<file path="config.mk">
export PLATFORM = sky130hd
export DESIGN_NAME = evt_irq_ctrl
export DESIGN_NICKNAME = d
export VERILOG_FILES = /design/src/rtl/evt_irq_pkg.sv /design/src/rtl/evt_flag_bank.sv /design/src/rtl/irq_summary.sv /design/src/rtl/evt_irq_ctrl.sv
export SDC_FILE = /design/constraint.sdc
export NUM_CORES = 1
export LEC_CHECK = 0
export BUFFER_PORTS_ARGS = -buffer_cell sky130_fd_sc_hd__buf_2
export CORE_AREA = 3 3 40 42
export DETAILED_ROUTE_END_ITERATION = 16
export DIE_AREA = 0 0 43 45
export SLEW_MARGIN = 20
export SYNTH_ARGS = -nofsm -noshare
export SYNTH_HDL_FRONTEND = slang
export SYNTH_SLANG_ARGS = --single-unit
</file>
<file path="constraint.sdc">
create_clock -name clk -period 1.2 [get_ports clk]
set_input_delay 0.06 -clock clk [delete_from_list [all_inputs] [get_ports clk]]
set_output_delay 0.06 -clock clk [all_outputs]
set_load 0.01 [all_outputs]
</file>
<file path="src/rtl/evt_irq_pkg.sv">
`timescale 1ns/1ps
package evt_irq_pkg;
  // Flag positions inside the status image; the host decodes these.
  localparam int EVT_ALARM    = 0;
  localparam int EVT_PERIODIC = 1;
  localparam int EVT_UPDATE   = 2;
  localparam int EVT_COUNT    = 3;
endpackage

</file>
<file path="src/rtl/evt_flag_bank.sv">
`timescale 1ns/1ps
module evt_flag_bank #(
  parameter int NUM_EVT = 3
) (
  input  logic               clk,
  input  logic               rst,
  input  logic [NUM_EVT-1:0] evt_pulse,
  input  logic               stat_rd,
  output logic [NUM_EVT-1:0] flag_d,
  output logic [NUM_EVT-1:0] flag_q
);
  for (genvar g = 0; g < NUM_EVT; g++) begin : g_flag
    // A new pulse wins over the read clear, so a colliding event is kept.
    always_comb flag_d[g] = evt_pulse[g] | (flag_q[g] & ~stat_rd);

    always_ff @(posedge clk) begin
      if (rst) flag_q[g] <= 1'b0;
      else     flag_q[g] <= flag_d[g];
    end
  end
endmodule

</file>
<file path="src/rtl/irq_summary.sv">
`timescale 1ns/1ps
module irq_summary #(
  parameter int NUM_EVT = 3
) (
  input  logic               clk,
  input  logic               rst,
  input  logic [NUM_EVT-1:0] flag_d,
  input  logic [NUM_EVT-1:0] evt_en,
  output logic               sum_q
);
  logic sum_d;

  // Built from the next flag state, so it changes on the same edge as the flags.
  always_comb sum_d = |(flag_d & evt_en);

  always_ff @(posedge clk) begin
    if (rst) sum_q <= 1'b0;
    else     sum_q <= sum_d;
  end
endmodule

</file>
<file path="src/rtl/evt_irq_ctrl.sv">
`timescale 1ns/1ps
module evt_irq_ctrl
  import evt_irq_pkg::*;
#(
  parameter int NUM_EVT = EVT_COUNT
) (
  input  logic               clk,
  input  logic               rst,
  input  logic [NUM_EVT-1:0] evt_pulse,
  input  logic [NUM_EVT-1:0] evt_en,
  input  logic               stat_rd,
  output logic [NUM_EVT:0]   stat_q,
  output logic               irq_drive_low
);
  localparam int SUM_BIT = NUM_EVT;

  logic [NUM_EVT-1:0] flag_d;
  logic [NUM_EVT-1:0] flag_q;
  logic               sum_q;

  evt_flag_bank #(.NUM_EVT(NUM_EVT)) u_flags (
    .clk       (clk),
    .rst       (rst),
    .evt_pulse (evt_pulse),
    .stat_rd   (stat_rd),
    .flag_d    (flag_d),
    .flag_q    (flag_q)
  );

  irq_summary #(.NUM_EVT(NUM_EVT)) u_sum (
    .clk    (clk),
    .rst    (rst),
    .flag_d (flag_d),
    .evt_en (evt_en),
    .sum_q  (sum_q)
  );

  always_comb begin
    stat_q               = '0;
    stat_q[NUM_EVT-1:0]  = flag_q;
    stat_q[SUM_BIT]      = sum_q;
  end

  // The pad is open-drain: this only requests a pull-down.
  assign irq_drive_low = sum_q;
endmodule

</file>
==> run_results.csv <==
group,metric,value,unit
layout,diodes,0,
global_route,grt_pass1_wl,772,um
clocking,cts_htree_levels,1,
drt,dr.pass1.iters,1,
global_route,grt_antenna_before_repair,0,
sta,setup-tns-final,0,ns
sta,min_period,1.04,ns
worst_setup_path,worstSetupEndpoint,"u_sum.sum_q",
worst_setup_path,crit_start,"u_flags.flag_q[1]",
floorplan,fp.dieH,45,um
global_route,first_global_vias,169,
sta,maxSlewHeadroom,89.8,%
global_route,grt.total_usage,6.25,%
drt,wl,434,um
hold_path,hold_class,"input pin to flop",
power,p_leak,0.136,nW
layout,syn_to_final_growth,64.8,%
yosys,synth_fp_nets,23,
global_route,overflow,0,
clocking,cts_resized,0,
worst_setup_path,end_kind,"flop",
yosys,ys_seq_elements,4,
worst_setup_path,critPathMaxFanout,2,
clocking,postCtsSetupRepairBufs,0,
sta,finalCritPeriodShare,87.0,%
place,place_congestion,0.637,
sta,skew,0.00268,ns
worst_setup_path,reg2reg_slack,0.16,ns
floorplan,die_area,0.00194,mm^2
drt,drtAntennaViolNets,0,
layout,layout_common_cells,"buf_2 (13), dfxtp_1 (4), nor2b_1 (3), o21a_1 (3), clkbuf_4 (3)",
worst_setup_path,worstSetupPathType,"flop to flop",
floorplan,rows,13,
drt,drc,0,
drt,drt-wirelength-per-cell,9.86,um
sta,setup_viol,0,
sta,drv_slew,0,
clocking,cts_tree,"built",
place,dp_cells,41,
global_route,grt_start_max_net_pins,5,
sta,hold_viol,0,
clocking,clkTransAtPathRegs,0.04,ns
clocking,max-clock-path-buffers,2,
place,port_buffers,13,
sta,fmax,0.958,GHz
worst_setup_path,cp.required,1.32,ns
clocking,cts-hold-fix-buffers,0,
floorplan,initial_core_util,11.9,%
sta,worstMarginPinSlew,0.153,ns
status,outcome,"completed",
clocking,cts-buffers-inserted,3,
worst_setup_path,crit_path_start_kind,"flop",
power,ir_worst_vdd,0.000304,V
floorplan,core,0.00128,mm^2
yosys,syn_area_per_cell,10.9,um^2
worst_setup_path,r2r_cells,3,
layout,drive_gt1_share,55.2,%
drt,drtIter0Drc,0,
layout,fin_cells,44,
flow_run,maxCapViolCount,0,
drt,viasPerCell,3.55,
yosys,ys.warnings.count,0,
clocking,cts_root_buf,"clkbuf_4",
yosys,ys_seq_area_share,52.5,%
worst_setup_path,arrival,1.16,ns
layout,layout.nets,40,
drt,vias,156,
sta,rsz0062_at_grt,"no",
yosys,synth.distinct_cells,7,
worst_setup_path,rr_startpoint,"u_flags.flag_q[1]",
floorplan,die_w,43,um
yosys,synth_cells,14,
floorplan,io_pins,14,
power,power.density,1460,mW/mm^2
clocking,clk_latency,0.23,ns
yosys,synthesis.area,153,um^2
layout,final_common_cell,"buf_2",
worst_setup_path,worstReg2RegEnd,"u_sum.sum_q",
clocking,cts_sinks,4,
==> cell families (layout without fill, tap and decap cells) <==
family          Yosys count  count (layout)  share of synthesized area [%]
flops                     4               4                           52.5
simple gates              3               3                           12.3
buf+inv                   2              17                           7.38
compound gates            5               5                           27.9
==> worst min path at each step <==
| stage | start | end | slack [ns] | cells after the start |
|---|---|---|---|---|
| 5_1_grt | evt_pulse[2] | u_flags.flag_q[2] | 0.05 | 2 |
| 3_5_place_dp | evt_pulse[2] | u_flags.flag_q[2] | 0.29 | 2 |
| 2_1_floorplan | evt_pulse[2] | u_flags.flag_q[2] | 0.18 | 1 |
| 6_report | evt_pulse[2] | u_flags.flag_q[2] | 0.05 | 2 |
| 3_3_place_gp | evt_pulse[2] | u_flags.flag_q[2] | 0.29 | 2 |
| 4_1_cts | evt_pulse[2] | u_flags.flag_q[2] | 0.04 | 2 |
==> power breakdown <==
group / internal [mW] / leakage, nW / switching (mW) / total, mW
combinational: 0.0284 / 0.0884 / 0.0240 / 0.0525
clock: 0.112 / 0.0138 / 0.0540 / 0.166
sequential: 0.144 / 0.0335 / 0.00411 / 0.148
==> registers in the layout, indices dropped and copies added (netlist names) <==
name	cells
u_flags.flag_q	3
u_sum.sum_q	1
==> cell usage after synthesis <==
master | count | area share [%]
inv_1 | 1 | 2.5
nor2b_1 | 3 | 12
a221o_1 | 1 | 6.6
o21a_1 | 3 | 15
o211a_1 | 1 | 6.6
buf_4 | 1 | 4.9
dfxtp_1 | 4 | 52
==> stage by stage <==
stage | worst slack (ns) | utilization [%] | hold slack [ns] | power, mW | instance area (um^2)
2_1_floorplan | 0.151 | - | 0.184 | 0.177 | 153
3_3_place_gp | 0.163 | 17.8 | 0.288 | 0.202 | 229
3_5_place_dp | 0.157 | 17.8 | 0.292 | 0.203 | 229
4_1_cts | 0.154 | 19.6 | 0.0433 | 0.377 | 251
5_1_grt | 0.125 | 19.6 | 0.0495 | 0.400 | 251
6_report | 0.157 | 19.6 | 0.0522 | 0.366 | 251
==> routing by layer <==
metal | part of all wire, % | GRT usage [%] | vias up
met4 | 0 | 5.42 | 0
li1 | - | - | 78
met1 | 52 | 6.52 | 62
met5 | 0 | 0 | -
met3 | 20 | 6.77 | 0
met2 | 29 | 6.59 | 16
==> layout make-up <==
| class | count | area, um^2 |
|---|---|---|
| Clock buffer | 3 | 22.5 |
| Fill cell | 147 | 1030 |
| Inverter | 1 | 3.75 |
| Multi-Input combinational cell | 8 | 61.3 |
| Sequential cell | 4 | 80.1 |
| Tap cell | 15 | 18.8 |
| Timing Repair Buffer | 13 | 65.1 |
==> critical path, cell delays in order, from the launching register on <==
cell and delay (ns):
dfxtp_1 0.30, nor2b_1 0.12, o21a_1 0.18, a221o_1 0.34
Power figures use the tool's default switching activity.
